==> config.mk <==
export PLATFORM = sky130hd
export DESIGN_NAME = ps2_host_tx
export DESIGN_NICKNAME = d
export VERILOG_FILES = /design/src/rtl/ps2_tx_pkg.sv /design/src/rtl/ps2_sync.sv /design/src/rtl/ps2_tick_cnt.sv /design/src/rtl/ps2_host_tx.sv
export SDC_FILE = /design/constraint.sdc
export NUM_CORES = 1
export LEC_CHECK = 0
export BUFFER_PORTS_ARGS = -buffer_cell sky130_fd_sc_hd__buf_2
export CAP_MARGIN = 5
export CORE_UTILIZATION = 40
export DETAILED_ROUTE_END_ITERATION = 6
export PLACE_DENSITY = 0.7
export SLEW_MARGIN = 20
export SYNTH_ARGS = -nofsm -noshare
export SYNTH_HDL_FRONTEND = slang
export SYNTH_SLANG_ARGS = --single-unit
==> constraint.sdc <==
create_clock -name clk_i -period 7.5 [get_ports clk_i]
set_input_delay 0.75 -clock clk_i [delete_from_list [all_inputs] [get_ports clk_i]]
set_output_delay 0.75 -clock clk_i [all_outputs]
set_load 0.01 [all_outputs]
==> src/rtl/ps2_tx_pkg.sv <==
package ps2_tx_pkg;
  typedef enum logic [1:0] {
    ST_IDLE,
    ST_RTS,
    ST_GUARD,
    ST_SHIFT
  } tx_state_e;

  localparam int unsigned FRAME_BITS = 10;  // data, parity, stop
  localparam int unsigned LAST_EDGE  = 10;  // edge index that samples line control
endpackage

==> src/rtl/ps2_sync.sv <==
module ps2_sync #(
  parameter int unsigned W = 2
) (
  input  logic         clk_i,
  input  logic         rst_ni,
  input  logic [W-1:0] async_i,
  output logic [W-1:0] sync_o
);
  for (genvar g = 0; g < W; g++) begin : g_bit
    logic meta_q, sync_q;
    always_ff @(posedge clk_i or negedge rst_ni) begin
      if (!rst_ni) begin
        meta_q <= 1'b1;
        sync_q <= 1'b1;
      end else begin
        meta_q <= async_i[g];
        sync_q <= meta_q;
      end
    end
    assign sync_o[g] = sync_q;
  end
endmodule

==> src/rtl/ps2_tick_cnt.sv <==
module ps2_tick_cnt #(
  parameter int unsigned W = 10
) (
  input  logic         clk_i,
  input  logic         rst_ni,
  input  logic         clr_i,
  input  logic         tick_i,
  output logic [W-1:0] cnt_o
);
  always_ff @(posedge clk_i or negedge rst_ni) begin
    if (!rst_ni)     cnt_o <= '0;
    else if (clr_i)  cnt_o <= '0;
    else if (tick_i) cnt_o <= cnt_o + 1'b1;
  end
endmodule

==> src/rtl/ps2_host_tx.sv <==
module ps2_host_tx
  import ps2_tx_pkg::*;
#(
  parameter int unsigned RTS_TICKS   = 512,
  parameter int unsigned DATA_LEAD   = 8,
  parameter int unsigned GUARD_TICKS = 8,
  parameter int unsigned TO_W        = 16
) (
  input  logic            clk_i,
  input  logic            rst_ni,
  input  logic            tick_i,
  input  logic            start_i,
  input  logic [7:0]      data_i,
  input  logic [TO_W-1:0] timeout_i,
  input  logic            ps2_clk_i,
  input  logic            ps2_data_i,
  output logic            ps2_clk_oe_o,
  output logic            ps2_data_oe_o,
  output logic            busy_o,
  output logic            done_o,
  output logic            ack_ok_o,
  output logic            err_o
);
  localparam int unsigned PH_MAX = (RTS_TICKS > GUARD_TICKS) ? RTS_TICKS : GUARD_TICKS;
  localparam int unsigned PH_W   = $clog2(PH_MAX + 1);
  localparam logic [PH_W-1:0] RTS_END   = PH_W'(RTS_TICKS - 1);
  localparam logic [PH_W-1:0] LEAD_AT   = PH_W'(RTS_TICKS - DATA_LEAD - 1);
  localparam logic [PH_W-1:0] GUARD_END = PH_W'(GUARD_TICKS - 1);
  localparam logic [TO_W:0]   TO_ONE    = (TO_W + 1)'(1);

  tx_state_e state_q, state_d;
  logic [FRAME_BITS-1:0] frame_q, frame_d;
  logic [3:0] edge_q, edge_d;
  logic clk_oe_q, clk_oe_d, data_oe_q, data_oe_d;
  logic done_q, done_d, ack_q, ack_d, err_q, err_d;

  logic [1:0] pad_s;
  logic clk_s, data_s, clk_prev_q, clk_fall;
  logic [PH_W-1:0] ph_cnt;
  logic [TO_W-1:0] to_cnt;
  logic ph_clr, to_clr, to_hit;

  ps2_sync #(.W(2)) i_sync (
    .clk_i   (clk_i),
    .rst_ni  (rst_ni),
    .async_i ({ps2_data_i, ps2_clk_i}),
    .sync_o  (pad_s)
  );
  assign clk_s  = pad_s[0];
  assign data_s = pad_s[1];

  always_ff @(posedge clk_i or negedge rst_ni) begin
    if (!rst_ni) clk_prev_q <= 1'b1;
    else         clk_prev_q <= clk_s;
  end
  assign clk_fall = clk_prev_q & ~clk_s;

  ps2_tick_cnt #(.W(PH_W)) i_ph_cnt (
    .clk_i  (clk_i),
    .rst_ni (rst_ni),
    .clr_i  (ph_clr),
    .tick_i (tick_i),
    .cnt_o  (ph_cnt)
  );

  ps2_tick_cnt #(.W(TO_W)) i_to_cnt (
    .clk_i  (clk_i),
    .rst_ni (rst_ni),
    .clr_i  (to_clr),
    .tick_i (tick_i),
    .cnt_o  (to_cnt)
  );

  assign to_clr = (state_q != ST_SHIFT) | clk_fall;
  assign to_hit = tick_i & (({1'b0, to_cnt} + TO_ONE) >= {1'b0, timeout_i});

  always_comb begin
    state_d   = state_q;
    frame_d   = frame_q;
    edge_d    = edge_q;
    clk_oe_d  = clk_oe_q;
    data_oe_d = data_oe_q;
    done_d    = 1'b0;
    ack_d     = ack_q;
    err_d     = err_q;
    ph_clr    = 1'b0;
    unique case (state_q)
      ST_IDLE: begin
        ph_clr = 1'b1;
        if (start_i) begin
          frame_d  = {1'b1, ~^data_i, data_i};
          clk_oe_d = 1'b1;
          ack_d    = 1'b0;
          err_d    = 1'b0;
          state_d  = ST_RTS;
        end
      end
      ST_RTS: begin
        if (tick_i && ph_cnt == LEAD_AT) data_oe_d = 1'b1;  // data low leads clock release
        if (tick_i && ph_cnt == RTS_END) begin
          clk_oe_d = 1'b0;
          ph_clr   = 1'b1;
          state_d  = ST_GUARD;
        end
      end
      ST_GUARD: begin
        if (tick_i && ph_cnt == GUARD_END) begin
          edge_d  = '0;
          state_d = ST_SHIFT;
        end
      end
      ST_SHIFT: begin
        if (clk_fall) begin
          edge_d = edge_q + 1'b1;
          if (edge_q == 4'(LAST_EDGE)) begin
            ack_d     = ~data_s;
            err_d     = data_s;
            done_d    = 1'b1;
            data_oe_d = 1'b0;
            state_d   = ST_IDLE;
          end else begin
            data_oe_d = ~frame_q[edge_q];
          end
        end else if (to_hit) begin
          err_d     = 1'b1;
          ack_d     = 1'b0;
          done_d    = 1'b1;
          data_oe_d = 1'b0;
          clk_oe_d  = 1'b0;
          state_d   = ST_IDLE;
        end
      end
      default: state_d = ST_IDLE;
    endcase
  end

  always_ff @(posedge clk_i or negedge rst_ni) begin
    if (!rst_ni) begin
      state_q   <= ST_IDLE;
      frame_q   <= '0;
      edge_q    <= '0;
      clk_oe_q  <= 1'b0;
      data_oe_q <= 1'b0;
      done_q    <= 1'b0;
      ack_q     <= 1'b0;
      err_q     <= 1'b0;
    end else begin
      state_q   <= state_d;
      frame_q   <= frame_d;
      edge_q    <= edge_d;
      clk_oe_q  <= clk_oe_d;
      data_oe_q <= data_oe_d;
      done_q    <= done_d;
      ack_q     <= ack_d;
      err_q     <= err_d;
    end
  end

  assign ps2_clk_oe_o  = clk_oe_q;
  assign ps2_data_oe_o = data_oe_q;
  assign busy_o        = (state_q != ST_IDLE);
  assign done_o        = done_q;
  assign ack_ok_o      = ack_q;
  assign err_o         = err_q;
endmodule

==> results.ini, run 1 <==
[finish]
fillCellCount=778
layout.nets=430
layout-drive-gt1-share=0.188
diodes=0
multiInputGateArea_mm2=0.00185
final_area_mm2=0.00365
seq_area_mm2=0.00131
area_delta_synth_final_pct=10.7

[clock_tree]
cts_resized=0
cts.clk_slew.worst_paths_ps=100
htree_levels=2
clk_latency_ps=310
post_cts_buffers=0
numCtsBuffers=5
clock_sink_count=52
cts_hold_buf=0
cts_max_path_buffers=2
cts_tree=built
cts_root_buf=clkbuf_8

[floorplanning]
rows=32
ios=36
core_area_mm2=0.00785
die_h_um=92.8
initial_utilization=0.421
die-area_mm2=0.00862
fp.dieW_um=92.8

[logic_synthesis]
syn_nets=396
avgSynthCellArea_um2=9.65
synth-async-reset-ratio=1.00
synth_edf_count=0
synth_cells=342
syn-cell-area_mm2=0.00330
yosysSeqAreaShare=0.396
ys_seq_elements=52
yosysUniqueCellTypes=54
synth_flop_cell=dfrtp_1
yosysWarnings=0

[route]
vias=2493
ant_nets=0
drt_first_iter_violations=114
dr.pass1.iters=4
wl_per_cell_um=13.0
vias_per_cell=5.20
drc=0
wl_um=6210

[timing]
skew_ps=5.25
period_share=0.452
tightest_slew_ps=641
layout_setup_ws_ps=4110
hold_ws_ps=360
setup_viol=0
drv_slew=0
fmax_mhz=295
rsz0062_at_grt=no
min_period_ps=3390
slew_headroom=0.572
finalSetupTns_ps=0
finalHoldViolCount=0

[worst_setup_path]
arrival_ps=3590
cp.depth=13
slowest_stage=dfrtp_1
worst-path-max-fanout=7
slowest_delay_ps=430
cp_top_family=compound AO/OA/AOI/OAI gates
crit_buf_inv=0
required_ps=7700
cp-end-kind=register
cp-start-kind=register
rr_worst_depth=13
cp_cell_sequence=ha_1 -> and3_1 -> and3_1 -> nand3_1 -> xnor2_1 -> ha_1 -> a21oi_1 -> o21ai_0 -> a221oi_1 -> nand4_4 -> o21ai_4 -> a21oi_2 -> mux2_1
path_class=reg -> reg

[global_routing]
track_usage=0.161
antenna_found_initial=0
grt_start_max_net_pins=53
grt_pass1_vias=2573
grt_pass1_wl_um=11300
grt-ovfl-total=0

[place]
place_area_mm2=0.00356
place_worst_setup_slack_ps=4140
place_hpwl_um=4640
gp_congestion=0.831
numPortBuffers=35

[power_and_ir_drop]
power_density_mw_per_mm2=235
vdd_drop_max_mv=0.100
power_w=0.000858
p_leak_nw=1.70

[worst_hold_path]
min_path_type=reg -> reg
worstHoldPathCells=0

[job]
maxCapViolCount=0

[outcome]
status=finished clean

==> power by group <==
part / switching [W] / total [W] / leakage [nW] / internal [W]
Clock: 0.0000968 / 0.000165 / 0.0452 / 0.0000681
Sequential: 0.0000512 / 0.000387 / 0.671 / 0.000336
Combinational: 0.000166 / 0.000306 / 0.988 / 0.000140
Total: 0.000314 / 0.000858 / 1.70 / 0.000545
==> layout make-up <==
class	instances	share of cell area
Clock buffer	5	0.0188
Clock inverter	3	0.00685
Inverter	26	0.0267
Multi-Input combinational cell	255	0.505
Sequential cell	52	0.358
Tap cell	102	0.0349
Timing Repair Buffer	36	0.0500
==> metrics by stage <==
stage,utilization,std cells
finish,0.466,479
global route,0.466,479
CTS,0.466,479
detailed placement,0.454,471
global placement,0.454,471
floorplan,-,342
==> final timing paths <==
check | startpoint | to | slack, ps
setup / recovery | i_to_cnt.cnt_o[0]$_DFFE_PN0P_ | state_q[1]$_DFFE_PN0P_ | 4110
hold / removal | i_sync.g_bit[1].meta_q$_DFF_PN1_ | i_sync.g_bit[1].sync_q$_DFF_PN1_ | 360
setup reg to reg | i_to_cnt.cnt_o[0]$_DFFE_PN0P_ | state_q[1]$_DFFE_PN0P_ | 4110
hold reg to reg | i_sync.g_bit[1].meta_q$_DFF_PN1_ | i_sync.g_bit[1].sync_q$_DFF_PN1_ | 360
max in group asynchronous | rst_ni | i_to_cnt.cnt_o[14]$_DFFE_PN0P_ | 6530
min in group asynchronous | rst_ni | i_ph_cnt.cnt_o[7]$_DFFE_PN0P_ | 540
==> registers in the layout (all words and copies together), names as in the netlist <==
register and cells:
ps2_clk_oe_o 1, i_to_cnt.cnt_o 16, i_sync.g_bit.sync_q 2, err_o 1, clk_prev_q 1, ps2_data_oe_o 1, ack_ok_o 1, done_o 1
state_q 2, edge_q 4, i_sync.g_bit.meta_q 2, frame_q 10, i_ph_cnt.cnt_o 10
==> synthesized netlist by cell type (all sizes together) (10+ instances only) <==
| cell type | number | area, µm² |
|---|---|---|
| xnor2 | 20 | 175 |
| o21ai | 10 | 61.3 |
| nand3 | 16 | 92.6 |
| a21oi | 13 | 68.8 |
| nor2 | 39 | 146 |
| nand2 | 36 | 138 |
| dfrtp | 47 | 1180 |
| nand4 | 10 | 77.6 |
| ha | 24 | 300 |
| inv | 26 | 97.6 |
| xor2 | 25 | 219 |
| mux2 | 11 | 124 |
==> kinds of logic (layout without fill, tap and decap cells) <==
group | after synthesis | in the layout | share of synthesized area
and+or+nand+nor | 126 | 126 | 0.190
DFF | 52 | 52 | 0.396
xor gates and xnor gates | 45 | 45 | 0.119
AOI/OAI and AO/OA | 44 | 44 | 0.0986
buffers and inverters | 35 | 70 | 0.0447
adders and majority gates | 24 | 24 | 0.0910
muxes | 16 | 16 | 0.0603
==> worst reg2reg max path, cell delays in order, from the launching register on <==
cell	delay, ps
dfrtp_1	430
ha_1	220
and3_1	240
and3_1	250
nand3_1	110
xnor2_1	150
ha_1	320
a21oi_1	160
o21ai_0	110
a221oi_1	420
nand4_4	170
o21ai_4	260
a21oi_2	100
mux2_1	340
==> cells in the final DEF (no fill, tap or decap), types with 6 or more instances in the layout <==
master,netlist,final
xnor2_1,20,20
nand2_1,35,35
nor3_1,6,6
dfrtp_1,47,47
mux2_2,10,10
nor2_1,39,39
inv_1,26,26
nand4_1,9,9
buf_2,1,35
nand3_1,15,15
a21oi_1,12,12
ha_1,24,24
xor2_1,25,25
==> layer usage <==
layer | wire [µm] | part of all wire | track usage | up-vias
met1 | 3060 | 0.49 | 0.218 | 1209
met5 | 0 | 0 | 0 | -
met3 | 152 | 0.024 | 0.0255 | 5
met4 | 48 | 0.0077 | 0.0500 | 0
li1 | - | - | - | 1242
met2 | 2950 | 0.48 | 0.265 | 37
Power figures use the tool's default switching activity.
==> run 2, diff against run 1 <==
- ABC_AREA: not set -> 1
- clock period: 7.5 -> 3.2 ns (I/O delays scaled with it)
==> run 2 against run 1 <==
  * Clock power rose to 3.7 times the previous value
  * Largest power group unchanged
  * Global-route usage grew 1.2 points
  * Combinational power grew to 2.6 times the previous value
  * Critical path type unchanged
  * Sequential power increased by 130%
  * Design area rose by 5.5%
  * Clock skew grew 3.1 ps
  * Cell count grew 22%
  * Critical endpoint unchanged
  * Via count is 17% higher
==> results.ini, run 2 <==
[floorplanning]
fp.dieW_um=94.3
ios=36
core_area_mm2=0.00822
rows=33
initial_utilization=0.415
die_h_um=94.3
die-area_mm2=0.00890

[timing]
finalHoldViolCount=0
layout_setup_ws_ps=365
tightest_slew_ps=848
fmax_mhz=353
finalSetupTns_ps=0
drv_slew=0
rsz0062_at_grt=no
min_period_ps=2840
period_share=0.886
slew_headroom=0.434
skew_ps=8.32
setup_viol=0

[power_and_ir_drop]
p_leak_nw=2.05
power_density_mw_per_mm2=595
vdd_drop_max_mv=0.237

[logic_synthesis]
syn_nets=496
synth_cells=442
syn-cell-area_mm2=0.00341
synth_flop_cell=dfrtp_1
yosys.cell_count.top_type=nand2_1
yosysUniqueCellTypes=39
synth_edf_count=0
synth_top_area_share=0.345
synth_commonest_cells=nand2_1 (102), inv_1 (76), dfrtp_1 (47)
synth-async-reset-ratio=1.00
ys_seq_elements=52
yosysWarnings=0
netlist_top_cells_area=dfrtp_1 (34%), nand2_1 (11%), ha_1 (8.8%)
avgSynthCellArea_um2=7.71
synth.largest_area_cell=dfrtp_1
yosysSeqAreaShare=0.383

[finish]
fin_util=0.469
layout.nets=533
multiInputGateArea_mm2=0.00174
area_delta_synth_final_pct=13.1
largest_registers=i_to_cnt.cnt_o (16), frame_q (10), i_ph_cnt.cnt_o (10)
layout-drive-gt1-share=0.165
layout.cells.non_filler=585
diodes=0
regMostFlops=i_to_cnt.cnt_o
layout_common_cells=nand2_1 (102), inv_1 (76), dfrtp_1 (47), buf_2 (35), nand3_1 (28)
fillCellCount=795
largest_register_ffs=16
seq_area_mm2=0.00131
final_common_cell=nand2_1

[global_routing]
use_met3=0.0267
grt_pass1_wl_um=12400
grt-ovfl-total=0
grt_pass1_vias=2869
grt_start_max_net_pins=39
top_usage_layer=met2
track_usage=0.174
antenna_found_initial=0
met1_usage=0.218
gr-usage-met2=0.309

[worst_setup_path]
cp_top_family=simple AND/OR/NAND/NOR gates
arrival_ps=3040
cp-end-kind=register
required_ps=3400
cp_common_cell=nand2_1
crit_buf_inv=3
path_class=reg -> reg
slowest_delay_ps=400
cp_cell_sequence=ha_1 -> nand2_1 -> nor2_2 -> nand2_1 -> inv_1 -> nand2_1 -> xor2_1 -> inv_1 -> ha_1 -> nand2_1 -> inv_1 -> nand2_1 -> nor2_1 -> nand2_1 -> nand3_1 -> nor2_1 -> nand2_1 -> nand2_1 -> nand2_2 -> nand3_1 -> nand2_1 -> nand2_1
slowest_stage=dfrtp_1
cp-start-kind=register
worst-path-max-fanout=7

[place]
numPortBuffers=35
place_hpwl_um=5490
dp.cells=577
gp_congestion=0.848
place_worst_setup_slack_ps=390

[outcome]
status=finished clean

[clock_tree]
cts.clk_slew.worst_paths_ps=100
htree_levels=2
cts_max_path_buffers=2
post_cts_buffers=0
cts_tree=built
cts_hold_buf=0
clock_sink_count=52
cts_resized=0
clk_latency_ps=310
cts_root_buf=clkbuf_8
numCtsBuffers=5

[route]
vias_per_cell=4.97
wl_um=7000
wl_per_cell_um=12.0
ant_nets=0
vias=2905
dr.pass1.iters=5
drc=0
drt_first_iter_violations=114

[job]
maxCapViolCount=0

[worst_hold_path]
min_path_type=in -> async

==> run 2: layout make-up <==
cell class / count / share of cell area
inverter: 86 / 0.0870
multi-input combinational: 298 / 0.451
clock buffer: 5 / 0.0178
timing repair buffer: 36 / 0.0474
sequential: 52 / 0.339
tap: 105 / 0.0341
clock inverter: 3 / 0.0234
==> run 2: cells by family after synthesis <==
| logic type | Yosys count | synth area share |
|---|---|---|
| XOR/XNOR | 20 | 0.0514 |
| flip-flops | 52 | 0.383 |
| buffers and inverters | 92 | 0.106 |
| multiplexers | 4 | 0.0132 |
| AND/OR/NAND/NOR | 193 | 0.265 |
| AO/OA/AOI/OAI | 57 | 0.0925 |
| adder cells (fa/ha/maj) | 24 | 0.0881 |
==> run 2: final timing paths <==
kind | startpoint | end | slack (ps) | depth (start not counted)
min reg2reg | i_sync.g_bit[0].meta_q$_DFF_PN1_ | i_sync.g_bit[0].sync_q$_DFF_PN1_ | 370 | 0
min in group clk_i | ps2_clk_i | i_sync.g_bit[0].meta_q$_DFF_PN1_ | 90 | 1
max reg2reg | i_to_cnt.cnt_o[0]$_DFFE_PN0P_ | state_q[1]$_DFFE_PN0P_ | 360 | 22
max | i_to_cnt.cnt_o[0]$_DFFE_PN0P_ | state_q[1]$_DFFE_PN0P_ | 360 | 22
min | rst_ni | i_to_cnt.cnt_o[1]$_DFFE_PN0P_ | 90 | 1
max in group asynchronous | rst_ni | i_sync.g_bit[1].meta_q$_DFF_PN1_ | 2290 | 2
==> run 2: per-layer routing <==
| layer | up-vias | routed length [µm] |
|---|---|---|
| met5 | - | 0 |
| met3 | 9 | 191 |
| met4 | 0 | 83 |
| met1 | 1362 | 3330 |
| met2 | 45 | 3400 |
| li1 | 1489 | - |
==> run 2: metrics by stage <==
stage	hold slack (ps)	total power (W)	cell area (µm²)
floorplan	24.4	0.00147	3410
global placement	356	0.00166	3700
detailed placement	357	0.00169	3700
CTS	90.3	0.00231	3860
global route	76.1	0.00247	3860
finish	91.9	0.00229	3860
==> run 2: power breakdown <==
| part | internal [W] | switching (W) | leakage, nW |
|---|---|---|---|
| Clock | 0.000391 | 0.000227 | 0.0784 |
| Combinational | 0.000287 | 0.000497 | 1.30 |
| Sequential | 0.000787 | 0.000105 | 0.667 |
| Total | 0.00146 | 0.000829 | 2.05 |
==> run 2: worst register-to-register path, stage by stage, from the launching register on <==
cell,delay (ps)
dfrtp_1,400
ha_1,200
nand2_1,80
nor2_2,180
nand2_1,110
inv_1,110
nand2_1,70
xor2_1,210
inv_1,70
ha_1,290
nand2_1,50
inv_1,40
nand2_1,80
nor2_1,110
nand2_1,60
nand3_1,70
nor2_1,40
nand2_1,80
nand2_1,100
nand2_2,140
nand3_1,110
nand2_1,70
nand2_1,50
==> run 3, diff against run 2 <==
- CORE_MARGIN: not set -> 1.5
- PLACE_DENSITY: 0.7 -> 0.69
- clock period: 3.2 -> 2.4 ns (I/O delays scaled with it)
==> run 3 against run 2 <==
  * Die area rose by 2.1%
  * Critical path depth is 4 lower
  * Register-to-register slack lost 580 ps
  * Worst hold slack got worse by 78 ps
  * Non-clock buffer count grew 46
  * Clock skew rose by 15 ps
  * Sequential share of layout area shrank 4.1 points
  * Worst setup slack got worse by 580 ps
  * Critical path type unchanged
  * Total power rose by 25%
  * Clock power decreased by 15%
  * The flow now finishes with violations (negative setup slack)
  * Global-route usage is 1.5 points higher
==> results.ini, run 3 (same netlist as run 2, synthesis figures left out) <==
[outcome]
status=finished with violations
violations=negative setup slack

[worst_setup_path]
cp-end-kind=register
arrival_ps=2850
required_ps=2630
cp-start-kind=register
r2r_start=i_to_cnt.cnt_o[0]$_DFFE_PN0P_
worst-path-max-fanout=7
reg2reg_to=ack_ok_o$_DFFE_PN0P_
path_class=reg -> reg
regToRegSetupSlack_ps=-210
rr_worst_depth=18

[finish]
layout_common_cells=nand2_1 (86), inv_1 (69), dfrtp_1 (47), buf_4 (41), buf_2 (35)
layout.nets=579
fin_util=0.534
area_delta_synth_final_pct=28.7
fillCellCount=751
regMostFlops=i_to_cnt.cnt_o
largest_register_ffs=16
final_area_mm2=0.00439
layout.cells.non_filler=631
final_common_cell=nand2_1
layout-drive-gt1-share=0.312
largest_registers=i_to_cnt.cnt_o (16), frame_q (10), i_ph_cnt.cnt_o (10)
diodes=0

[place]
dp.cells=606
place_area_mm2=0.00392
gp_congestion=0.844
place_hpwl_um=5840
numPortBuffers=35

[floorplanning]
ios=36
die-area_mm2=0.00909
initial_utilization=0.415
die_h_um=95.3
core_area_mm2=0.00822
fp.dieW_um=95.3
rows=33

[timing]
drv_slew=0
setup_viol=8
tightest_slew_ps=595
skew_ps=23.0
period_share=1.09
min_period_ps=2610
layout_setup_ws_ps=-212
finalHoldViolCount=0
hold_ws_ps=13.5
slew_headroom=0.603
rsz0062_at_grt=yes
fmax_mhz=383

[job]
maxCapViolCount=0

[clock_tree]
cts_max_path_buffers=2
cts_tree=built
htree_levels=2
clock_sink_count=52
clk_latency_ps=330
cts.clk_slew.worst_paths_ps=110
numCtsBuffers=5
cts_root_buf=clkbuf_8

[worst_hold_path]
min_path_type=in -> reg
hold_start=ps2_data_i
holdPathEnd=i_sync.g_bit[1].meta_q$_DFF_PN1_
worstHoldPathCells=1

[power_and_ir_drop]
pwr-share-seq=0.415
power_w=0.00287
power_density_mw_per_mm2=655
power_switching_w=0.00117
vdd_drop_max_mv=0.333
p_leak_nw=2.30
p_int_w=0.00170
power_frac_clock=0.183
comb_power_share=0.402
switching_share=0.408

[route]
dr.pass1.iters=4
ant_nets=0
drc=0
vias=3073
wl_per_cell_um=12.9
wl_um=8150
drt_first_iter_violations=120
vias_per_cell=4.87

[global_routing]
grt_start_max_net_pins=25
grt_pass1_vias=3025
grt_pass1_wl_um=13500
track_usage=0.189
antenna_found_initial=0
grt-ovfl-total=0

-- run 3: cell type report --
type | count | area [µm²] | share of cell area
multi-input combinational | 298 | 1970 | 0.450
inverter | 86 | 338 | 0.0770
timing repair buffer | 82 | 549 | 0.125
clock inverter | 3 | 21.3 | 0.00485
tap | 105 | 131 | 0.0299
clock buffer | 5 | 68.8 | 0.0157
sequential | 52 | 1310 | 0.298
-- run 3: worst max path at each step --
stage | slack [ps] | end | cells after the start | start
2_1_floorplan | 50 | ps2_data_oe_o$_DFFE_PN0P_ | 20 | i_to_cnt.cnt_o[0]$_DFFE_PN0P_
5_1_grt | -390 | ack_ok_o$_DFFE_PN0P_ | 21 | i_to_cnt.cnt_o[0]$_DFFE_PN0P_
6_report | -210 | ack_ok_o$_DFFE_PN0P_ | 18 | i_to_cnt.cnt_o[0]$_DFFE_PN0P_
3_3_place_gp | -290 | ack_ok_o$_DFFE_PN0P_ | 22 | i_to_cnt.cnt_o[0]$_DFFE_PN0P_
4_1_cts | -210 | ack_ok_o$_DFFE_PN0P_ | 20 | i_to_cnt.cnt_o[0]$_DFFE_PN0P_
3_5_place_dp | -340 | ack_ok_o$_DFFE_PN0P_ | 22 | i_to_cnt.cnt_o[0]$_DFFE_PN0P_
-- run 3: repair_timing --
| action | in CTS | in global routing |
|---|---|---|
| pin swaps | 16 | 13 |
| hold buffers | 1 | 0 |
| endpoints found under the hold margin | 19 | 0 |
| endpoints found under the setup margin | 7 | 8 |
| buffers inserted | 14 | 3 |
| gates resized for setup | 33 | 27 |
-- run 3: power groups by stage --
| stage | combinational [W] | clock, W | sequential [W] |
|---|---|---|---|
| finish | 0.00116 | 0.000526 | 0.00119 |
| global route | 0.00132 | 0.000580 | 0.00122 |
| CTS | 0.00110 | 0.000536 | 0.00119 |
| detailed placement | 0.00106 | 0 | 0.00120 |
| global placement | 0.00103 | 0 | 0.00120 |
| floorplan | 0.000797 | 0 | 0.00117 |
-- run 3: routing by layer --
metal | up-vias | GRT usage | part of all wire
met2 | 41 | 0.322 | 0.50
met3 | 11 | 0.0319 | 0.029
met5 | - | 0 | 0
met4 | 0 | 0.0597 | 0.012
li1 | 1579 | - | -
met1 | 1442 | 0.243 | 0.46
-- run 3: critical path, stage by stage (launching register included) --
cell	delay, ps
dfrtp_1	390
ha_2	200
nand2_2	60
nor2_4	130
nand2_2	90
inv_2	80
nand4_1	120
xor2_2	200
inv_2	60
ha_4	270
nand2_1	70
nor3_1	230
nand2_1	100
nand2_2	100
nand2_4	80
nand2_8	100
nand3_4	70
nand2_1	90
nand2_1	50
-- run 3: stage by stage --
step	TNS (ps)	worst slack [ps]
6_report	-1380	-212
5_1_grt	-2870	-388
4_1_cts	-1340	-211
3_5_place_dp	-1970	-338
3_3_place_gp	-1780	-294
2_1_floorplan	0	45.6
